## src/rtl/mac64_pkg.sv

```systemverilog
package mac64_pkg;
    localparam int OPW    = 32;
    localparam int IDXW   = 4;
    localparam int NFIELD = 4;

    typedef enum logic [1:0] {
        ST_IDLE = 2'd0,
        ST_RUN  = 2'd1,
        ST_FIN  = 2'd2
    } mac_state_e;

    // Field order: 0 dst high, 1 dst low, 2 multiplier, 3 multiplicand
    function automatic int field_lsb(input int f);
        case (f)
            0:       return 16;
            1:       return 12;
            2:       return 8;
            default: return 0;
        endcase
    endfunction
endpackage

```

## src/rtl/mac64_field_decode.sv

```systemverilog
module mac64_field_decode
    import mac64_pkg::*;
#(
    parameter int WORDW = 32
) (
    input  logic [WORDW-1:0]             word_i,
    output logic [NFIELD-1:0][IDXW-1:0]  idx_o
);
    for (genvar f = 0; f < NFIELD; f++) begin : g_field
        localparam int LSB = field_lsb(f);
        assign idx_o[f] = word_i[LSB +: IDXW];
    end

    logic unused_bits;
    assign unused_bits = ^{word_i[WORDW-1:20], word_i[7:4]};
endmodule

```

## src/rtl/mac64_shift_add.sv

```systemverilog
module mac64_shift_add #(
    parameter int OPW = 32,
    localparam int PRW = 2 * OPW
) (
    input  logic           clk,
    input  logic           rst_n,
    input  logic           load_i,
    input  logic           step_i,
    input  logic           neg_i,
    input  logic [PRW-1:0] init_acc_i,
    input  logic [PRW-1:0] mcand_ext_i,
    input  logic [OPW-1:0] mplier_i,
    output logic [PRW-1:0] acc_o
);
    typedef struct packed {
        logic [PRW-1:0] acc;
        logic [PRW-1:0] addend;
        logic [OPW-1:0] bits;
    } dp_t;

    dp_t dp_d, dp_q;

    always_comb begin
        dp_d = dp_q;
        if (load_i) begin
            dp_d.acc    = init_acc_i;
            dp_d.addend = mcand_ext_i;
            dp_d.bits   = mplier_i;
        end else if (step_i) begin
            if (dp_q.bits[0]) begin
                // Top multiplier bit has negative weight in signed mode
                dp_d.acc = neg_i ? (dp_q.acc - dp_q.addend)
                                 : (dp_q.acc + dp_q.addend);
            end
            dp_d.addend = dp_q.addend << 1;
            dp_d.bits   = dp_q.bits >> 1;
        end
    end

    always_ff @(posedge clk) begin
        if (!rst_n) dp_q <= '0;
        else        dp_q <= dp_d;
    end

    assign acc_o = dp_q.acc;
endmodule

```

## src/rtl/mac64_flag_eval.sv

```systemverilog
module mac64_flag_eval #(
    parameter int PRW = 64
) (
    input  logic [PRW-1:0] value_i,
    output logic           neg_o,
    output logic           zero_o
);
    assign neg_o  = value_i[PRW-1];
    assign zero_o = (value_i == '0);
endmodule

```

## src/rtl/mac64_unit.sv

```systemverilog
module mac64_unit
    import mac64_pkg::*;
#(
    parameter int WORDW = 32
) (
    input  logic             clk,
    input  logic             rst_n,
    input  logic             start,
    input  logic [WORDW-1:0] instr_word,
    input  logic [OPW-1:0]   op_mcand,
    input  logic [OPW-1:0]   op_mplier,
    input  logic [OPW-1:0]   acc_hi,
    input  logic [OPW-1:0]   acc_lo,
    input  logic             mode_signed,
    input  logic             mode_acc,
    input  logic             mode_flags,
    output logic [IDXW-1:0]  idx_dst_hi,
    output logic [IDXW-1:0]  idx_dst_lo,
    output logic [IDXW-1:0]  idx_mplier,
    output logic [IDXW-1:0]  idx_mcand,
    output logic [OPW-1:0]   res_hi,
    output logic [OPW-1:0]   res_lo,
    output logic             flag_n,
    output logic             flag_z,
    output logic             flag_vld,
    output logic             done
);
    localparam int PRW = 2 * OPW;
    localparam int CW  = $clog2(OPW);

    typedef struct packed {
        mac_state_e     state;
        logic [CW-1:0]  cnt;
        logic           sgn;
        logic           sf;
        logic [PRW-1:0] res;
        logic           fn;
        logic           fz;
        logic           fv;
        logic           done;
    } ctl_t;

    ctl_t ctl_d, ctl_q;

    logic [NFIELD-1:0][IDXW-1:0] idx_w;
    logic [PRW-1:0] acc_w;
    logic [PRW-1:0] init_acc_w;
    logic [PRW-1:0] mcand_ext_w;
    logic           load_w, step_w, last_w, neg_w;
    logic           fn_w, fz_w;

    mac64_field_decode #(.WORDW(WORDW)) u_decode (
        .word_i (instr_word),
        .idx_o  (idx_w)
    );

    assign idx_dst_hi = idx_w[0];
    assign idx_dst_lo = idx_w[1];
    assign idx_mplier = idx_w[2];
    assign idx_mcand  = idx_w[3];

    assign init_acc_w  = mode_acc ? {acc_hi, acc_lo} : '0;
    assign mcand_ext_w = {{OPW{mode_signed & op_mcand[OPW-1]}}, op_mcand};
    assign last_w      = (ctl_q.state == ST_RUN) && (ctl_q.cnt == CW'(OPW - 1));
    assign neg_w       = ctl_q.sgn & last_w;

    mac64_shift_add #(.OPW(OPW)) u_dp (
        .clk         (clk),
        .rst_n       (rst_n),
        .load_i      (load_w),
        .step_i      (step_w),
        .neg_i       (neg_w),
        .init_acc_i  (init_acc_w),
        .mcand_ext_i (mcand_ext_w),
        .mplier_i    (op_mplier),
        .acc_o       (acc_w)
    );

    mac64_flag_eval #(.PRW(PRW)) u_flags (
        .value_i (acc_w),
        .neg_o   (fn_w),
        .zero_o  (fz_w)
    );

    always_comb begin
        ctl_d      = ctl_q;
        ctl_d.done = 1'b0;
        ctl_d.fv   = 1'b0;
        load_w     = 1'b0;
        step_w     = 1'b0;
        case (ctl_q.state)
            ST_IDLE: begin
                if (start) begin
                    load_w      = 1'b1;
                    ctl_d.state = ST_RUN;
                    ctl_d.cnt   = '0;
                    ctl_d.sgn   = mode_signed;
                    ctl_d.sf    = mode_flags;
                end
            end
            ST_RUN: begin
                step_w = 1'b1;
                if (last_w) ctl_d.state = ST_FIN;
                else        ctl_d.cnt   = ctl_q.cnt + 1'b1;
            end
            ST_FIN: begin
                ctl_d.res   = acc_w;
                ctl_d.done  = 1'b1;
                ctl_d.state = ST_IDLE;
                if (ctl_q.sf) begin
                    ctl_d.fn = fn_w;
                    ctl_d.fz = fz_w;
                    ctl_d.fv = 1'b1;
                end
            end
            default: ctl_d.state = ST_IDLE;
        endcase
    end

    always_ff @(posedge clk) begin
        if (!rst_n) begin
            ctl_q       <= '0;
            ctl_q.state <= ST_IDLE;
        end else begin
            ctl_q <= ctl_d;
        end
    end

    assign res_hi   = ctl_q.res[PRW-1:OPW];
    assign res_lo   = ctl_q.res[OPW-1:0];
    assign flag_n   = ctl_q.fn;
    assign flag_z   = ctl_q.fz;
    assign flag_vld = ctl_q.fv;
    assign done     = ctl_q.done;
endmodule

```

## config.mk

```make
export PLATFORM = sky130hd
export DESIGN_NAME = mac64_unit
export DESIGN_NICKNAME = d
export VERILOG_FILES = /design/src/rtl/mac64_pkg.sv /design/src/rtl/mac64_field_decode.sv /design/src/rtl/mac64_shift_add.sv /design/src/rtl/mac64_flag_eval.sv /design/src/rtl/mac64_unit.sv
export SDC_FILE = /design/constraint.sdc
export NUM_CORES = 1
export LEC_CHECK = 0
export BUFFER_PORTS_ARGS = -buffer_cell sky130_fd_sc_hd__buf_2
export CAP_MARGIN = 10
export CORE_MARGIN = 2
export CORE_UTILIZATION = 60
export CTS_BUF_LIST = sky130_fd_sc_hd__clkbuf_16
export DETAILED_ROUTE_END_ITERATION = 8
export GPL_TIMING_DRIVEN = 0
export HOLD_SLACK_MARGIN = 0.05
export PLACE_DENSITY = 0.86
export RECOVER_POWER = 25
export REMOVE_ABC_BUFFERS = 1
export SKIP_LAST_GASP = 1
export SLEW_MARGIN = 20
export SYNTH_ARGS = -nofsm -noshare
export SYNTH_HDL_FRONTEND = slang
export SYNTH_SLANG_ARGS = --single-unit
export TNS_END_PERCENT = 10
```

## constraint.sdc

```tcl
create_clock -name clk -period 9.4 [get_ports clk]
set_input_delay 0 -clock clk [delete_from_list [all_inputs] [get_ports clk]]
set_output_delay 0 -clock clk [all_outputs]
set_load 0.01 [all_outputs]
```

**Word level (Yosys, flattened, before mapping)**

Cells that the tools add are included.

- $add $sub $neg: 3
- Eq/ne operators: 6
- Mux-type cells: 15
- Bitwise logic cells: 2
- Reductions and logical operators: 12

Operators with widths:

| cell | number |
|---|---|
| 160-bit two-way mux | 2 |
| 64-bit two-way mux | 3 |
| 64-bit adder | 1 |
| 64-bit zero test | 1 |
| 64-bit subtractor | 1 |
| 5-bit one-hot mux with 2 select lines | 1 |
| 2-bit AND reduction | 5 |
| 9-bit two-way mux | 1 |
| 2-bit != test (second input constant) | 3 |
| 2-bit nonzero test | 3 |
| 5-bit by 1-bit adder with 5-bit output (second input constant) | 1 |
| 5-bit == test (second input constant) | 1 |
| 1-bit two-way mux | 5 |
| 5-bit two-way mux | 1 |
| 2-bit one-hot mux with 2 select lines | 1 |
| 3-bit AND reduction | 1 |
| 1-bit AND | 2 |
| 2-bit by 1-bit == test with 1-bit output (second input constant) | 1 |
| 2-bit == test (second input constant) | 1 |
| 2-bit zero test | 1 |
| 2-bit two-way mux | 1 |
| 1-bit logical AND | 1 |

- Flip-flop bits (word level): 237
- Bits of input ports: 166
- Word-level logic and storage cells: 50

**Longest topological paths before layout**

- Word-level depth: 7
- Gate-level depth with buffers: 23

**By module**

Synthesis repeated with hierarchy kept, for this count alone.

- Cells, all modules: 2233
- Area, all modules: 16696.0 um2

By module, submodules not included:

| module | instances | cells each | area an instance (um2) |
|---|---|---|---|
| mac64_shift_add | 1 | 1720 | 12622.1 |
| mac64_unit | 1 | 475 | 3802.4 |
| mac64_flag_eval | 1 | 22 | 151.4 |
| mac64_field_decode | 1 | 16 | 120.1 |

**Worst setup path before layout**

OpenSTA, ideal clock, no wires.

- Path type: register to register
- From: register u_dp.dp_q[45] (netlist bit)
- To: register u_dp.dp_q (netlist bit u_dp.acc_o[63])
- Data arrival time: 4.444 ns
- Data required time: 9.277 ns
- Setup slack: 4.834 ns
- Stages on the path, launching flop included: 23
- Path buffers: 2
- Path through: dfxtp_1 > or4_4 > or3_4 > nor2_4 > nand3_2 > or2_1 > or4_1 > buf_6 > o21ai_4 > o21ai_2 > xnor2_1 > ha_1 > clkbuf_1 > a21oi_1 > o21bai_1 > a21oi_1 > o21ai_0 > a21oi_1 > o21ai_0 > a21o_1 > a31o_2 > xnor2_1 > o21ai_0

- Cells in the longest elaborated chain, start to end: 5
- Elaborated cells on any way between the ends: 6
- Those cells by class: add/sub: 2; mux: 4

Ends and longest elaborated chain:

| element | RTL line | source |
|---|---|---|
| start, declared | mac64_shift_add.sv:21 | `dp_t dp_d, dp_q;` |
| start signal, assigned | mac64_shift_add.sv:42 | `else dp_q <= dp_d;` |
| 64-bit adder / 64-bit subtractor (equally long branches) | mac64_shift_add.sv:33, mac64_shift_add.sv:32 |  |
| 64-bit two-way mux (*) | mac64_shift_add.sv:32 | `dp_d.acc = neg_i ? (dp_q.acc - dp_q.addend)` |
| 64-bit two-way mux (*) | mac64_shift_add.sv:30 | `if (dp_q.bits[0]) begin` |
| 160-bit two-way mux (*) | mac64_shift_add.sv:29 | `end else if (step_i) begin` |
| 160-bit two-way mux (*) | mac64_shift_add.sv:25 | `if (load_i) begin` |

Mark *: on every way between the ends. The rest lies on a longest branch, timed or not. The select of a mux whose other input is x is not followed.
A chain may end at the register's enable or synchronous reset.

**Worst setup path after layout**

- From: register ctl_q[75] (netlist bit)
- To: register u_dp.dp_q (netlist bit u_dp.acc_o[52])

- Cells in the longest elaborated chain, start to end: 7
- Elaborated cells on any way between the ends: 13
- Those cells by class: eq/ne: 1; mux: 6; bitwise: 1; reduce/logical: 5

Ends and longest elaborated chain:

| element | RTL line | source |
|---|---|---|
| start, declared | mac64_unit.sv:43 | `ctl_t ctl_d, ctl_q;` |
| start signal, assigned | mac64_unit.sv:125 | `ctl_q <= ctl_d;` |
| 2-bit by 1-bit == test with 1-bit output | mac64_unit.sv:64, mac64_unit.sv:91 |  |
| 1-bit logical AND | mac64_unit.sv:64 | `assign last_w = (ctl_q.state == ST_RUN) && (ctl_q.cnt == CW'(OPW - 1));` |
| 1-bit AND | mac64_unit.sv:65 | `assign neg_w = ctl_q.sgn & last_w;` |
| 64-bit two-way mux | mac64_shift_add.sv:32 |  |
| 64-bit two-way mux | mac64_shift_add.sv:30 |  |
| 160-bit two-way mux | mac64_shift_add.sv:29 |  |
| 160-bit two-way mux | mac64_shift_add.sv:25 |  |

Several ways; a longest one is shown, not always the timed one. The select of a mux whose other input is x is not followed.

==> metrics.md <==
| Metric | Value |
|---|---|
| LEAKAGE | `7.364 nW` |
| Clk slew on worst S/H paths | `70 ps` |
| Power per cell area | `160.0 mW/mm^2` |
| CP max-delay cell | `nor2b_4` |
| EDFF count, synth | `0` |
| CORE AREA | `0.02504 sq mm` |
| Internal | `1.936 mW` |
| NetSw | `0.9898 mW` |
| Compound-Gate Fraction of Synth Area | `28.75%` |
| First-pass iteration count of the detailed router | `6` |
| Largest stage delay, worst path | `810 ps` |
| Avg Cell Area, Syn | `7.638 sq um` |
| Clk pwr share | `33.5%` |
| Hold slack | `139.2 ps` |
| R2r setup slk | `3030 ps` |
| M2 GR Usage | `63.27%` |
| Largest net degree at the start of global routing | `87` |
| Die width | `163.3 um` |
| Max_slew headroom | `27.45%` |
| Cells on worst reg2reg path | `17` |
| Xor/xnor cell area share of the yosys netlist | `6.789%` |
| Row Count | `58` |
| Final Max Slew Viols | `0` |
| Max clock buf depth | `3` |
| Commonest non-fill, non-tap cell in the layout | `nand2_1` |
| Final number of setup-violating endpoints | `0` |
| Top cell type's share of synthesized area | `31.17%` |
| Die footprint | `0.02666 sq mm` |
| Antenna viol nets, final | `0` |
| Reg-to-Reg Start | `ctl_q[75]` |
| Mux cell area share after synthesis | `0%` |
| Final Critical Period | `6365 ps` |
| # DRC | `0` |
| Htree depth | `1` |
| Final hold vios | `0` |
| Global-route wire length before repair | `81640 um` |
| Max FO, Critical Path | `32` |
| Met3 Use GR | `7.161%` |
| Netlist cell types | `80` |
| Synth area leader | `dfxtp_1` |
| Crit path buffers/inverters | `2` |
| Fin crit share | `67.72%` |
| Post-Synth Adder-Cell Area | `5.556%` |
| Global placement routability congestion | `0.9602` |
| Req. time, crit path | `9880 ps` |
| Top cells by area, synth | `dfxtp_1, nand2_1, a21oi_1` |
| Vias in the first global route | `15500` |
| Num CTS Buffers | `26` |
| I/O Pins | `250` |
| Crit-path most repeated cell | `o211ai_1` |
| Highest clock rate | `0.1571 GHz` |
| DR vias | `16370` |
| Worst Hold Depth | `3` |
| WL per Instance | `20.93 um` |
| CP delay by family, top | `compound AO/OA/AOI/OAI gates` |
| Status | `finished, final reports clean` |
| Reg2reg end | `u_dp.acc_o[52]` |
| Synth Register Bits | `237` |
| Critical Path AT | `6840 ps` |
| Mapped Cells | `1993` |
| Initial Util | `60.80%` |
| Setup CP Type | `flop to flop` |
| HP Class | `input pin to flop` |
| Sequential cell area fraction in the yosys report | `31.17%` |
| Initial antenna violation count | `1` |
| Vias per inst | `6.449` |
| YS warnings | `0` |
| PortBufs | `201` |
| Post-Synthesis Cell Area | `0.01522 sq mm` |
| Most frequent cells in the layout | `nand2_1, dfxtp_1, a21oi_1, dlygate4sd3_1, buf_2` |
| CTS tree | `built` |
| Grt total ovfl | `0` |
| Maxcap violations | `0` |
| Gr busiest metal | `met2` |
| Post-Synth Simple-Gate Area | `19.64%` |
| VDD IR max | `0.1596 mV` |
| Total track usage | `38.30%` |
| CP startpoint kind | `flop` |
| Core Util, Final | `73.01%` |
| CTS resizes | `0` |
| Largest family of logic cells by synthesized area | `compound AO/OA/AOI/OAI gates` |
| Clock Tree Root | `clkbuf_16` |
| Slew at the pin closest to its max-slew limit | `1061 ps` |
| P&R area growth vs syn | `20.09%` |
| DRT Wirelength | `53140 um` |
| Fraction of layout cells with a size suffix above 1 | `10.55%` |
| Worst-Skew Late Latency | `550 ps` |
| Main synth FF type | `dfxtp_1` |
| Sw Ratio | `33.83%` |
| Unrepaired setup endpoints after global routing | `false` |
| GR Layer Usage met1 | `48.71%` |
| CP Capture Type | `flop` |
| Reg power frac | `39.2%` |
| Chip Height | `163.3 um` |
| TNS Setup | `0 ps` |
| FFs w/ async S/R, synth | `0%` |
| Hold_sp | `mode_acc` |
| Clock skew | `14.63 ps` |
| Iteration-0 DRC Markers | `1828` |
| Post-DP HPWL | `34350 um` |
| CTS Sinks | `237` |
| Ordered list of cells on the worst path | `nor2b_4 -> nand3_2 -> buf_16 -> nand2_1 -> o21ai_0 -> fa_1 -> nor2b_1 -> o211ai_1 -> a211oi_1 -> o211ai_1 -> a21oi_1 -> o21ai_1 -> o21ai_0 -> a21oi_1 -> or4_1 -> o211ai_1 -> dlygate4sd3_1` |
| Worst hold endpoint | `u_dp.acc_o[19]` |
| Part of the power in combinational logic | `27.3%` |
| Final Net Count | `2423` |
| Filler cells | `1871` |
==> worst max-delay path by stage <==
stage          startpoint        endpoint  cells after the start
3_5_place_dp    ctl_q[75]  u_dp.acc_o[63]                     16
3_3_place_gp    ctl_q[76]   u_dp.dp_q[81]                      4
5_1_grt         ctl_q[75]  u_dp.acc_o[62]                     17
6_report        ctl_q[75]  u_dp.acc_o[52]                     17
4_1_cts         ctl_q[75]  u_dp.acc_o[52]                     17
2_1_floorplan   ctl_q[76]   u_dp.dp_q[64]                      4
==> synthesized netlist by cell type (28+ instances only) <==
cell	number
a21o_1	30
nand3_1	38
buf_4	81
o21ai_0	125
ha_1	66
a21oi_1	177
xor2_1	60
nor2_1	103
nor4_1	29
a21boi_0	106
a22oi_1	71
dfxtp_1	237
clkbuf_1	121
nand2_1	347
nand4_1	28
xnor2_1	58
==> metrics by stage <==
| step | power (mW) | setup slack [ps] | cells | area [sq um] |
|---|---|---|---|---|
| floorplan | 1.638 | -1784 | 1778 | 14100 |
| global placement | 1.843 | -11840 | 2309 | 15510 |
| detailed placement | 1.870 | 3411 | 2330 | 15950 |
| CTS | 2.876 | 3266 | 2538 | 18360 |
| global route | 3.029 | 2699 | 2538 | 18280 |
| finish | 2.926 | 3035 | 2539 | 18280 |
==> worst reg2reg max path: stages (launching register included) <==
cell	delay [ps]
dfxtp_1	510
nor2b_4	810
nand3_2	630
buf_16	380
nand2_1	100
o21ai_0	160
fa_1	450
nor2b_1	200
o211ai_1	220
a211oi_1	460
o211ai_1	240
a21oi_1	270
o21ai_1	190
o21ai_0	410
a21oi_1	180
or4_1	420
o211ai_1	100
dlygate4sd3_1	570
==> registers in the layout (all words and copies together), names as in the netlist <==
register,flops
u_dp.dp_q,96
u_dp.acc_o,64
res_hi,32
res_lo,32
ctl_q,9
done,1
flag_n,1
flag_vld,1
flag_z,1
==> logic make-up (layout without fill, tap and decap cells) <==
| kind of cell | after synthesis | after routing |
|---|---|---|
| adders and majority gates | 67 | 67 |
| buffers and inverters | 243 | 458 |
| AOI/OAI and AO/OA | 666 | 666 |
| DFF | 237 | 237 |
| xor gates and xnor gates | 118 | 118 |
| and+or+nand+nor | 662 | 662 |
| other | 0 | 1 |
==> cell type report <==
class                           instances  area [sq um]  share of cell area [%]
Multi-Input combinational cell       1513          9316                   50.97
Sequential cell                       237          4745                   25.95
Timing Repair Buffer                  384          2905                   15.89
Clock buffer                           27         675.6                   3.696
Tap cell                              330         412.9                   2.259
Clock inverter                         19         112.6                  0.6160
Inverter                               28         110.1                  0.6023
Antenna cell                            1         2.502                 0.01369
==> power by group through the flow <==
stage | Sequential, mW | Clock (mW) | Combinational (mW)
5_1_grt | 1.15 | 1.01 | 0.866
3_3_place_gp | 1.16 | 0 | 0.684
4_1_cts | 1.14 | 0.967 | 0.769
3_5_place_dp | 1.16 | 0 | 0.708
6_report | 1.15 | 0.980 | 0.797
2_1_floorplan | 1.13 | 0 | 0.503
==> per-layer routing <==
layer | up-vias | wire length [um]
met2 | 1022 | 24340
met1 | 7686 | 21270
met4 | 0 | 2419
li1 | 7470 | -
met3 | 195 | 5111
met5 | - | 0
==> what timing repair did <==
action                     in CTS  in global routing
hold buffers                  162                  0
setup endpoints to repair       0                  0
buffers inserted                0                  0
hold endpoints to repair      226                  0
Power figures use the tool's default switching activity.
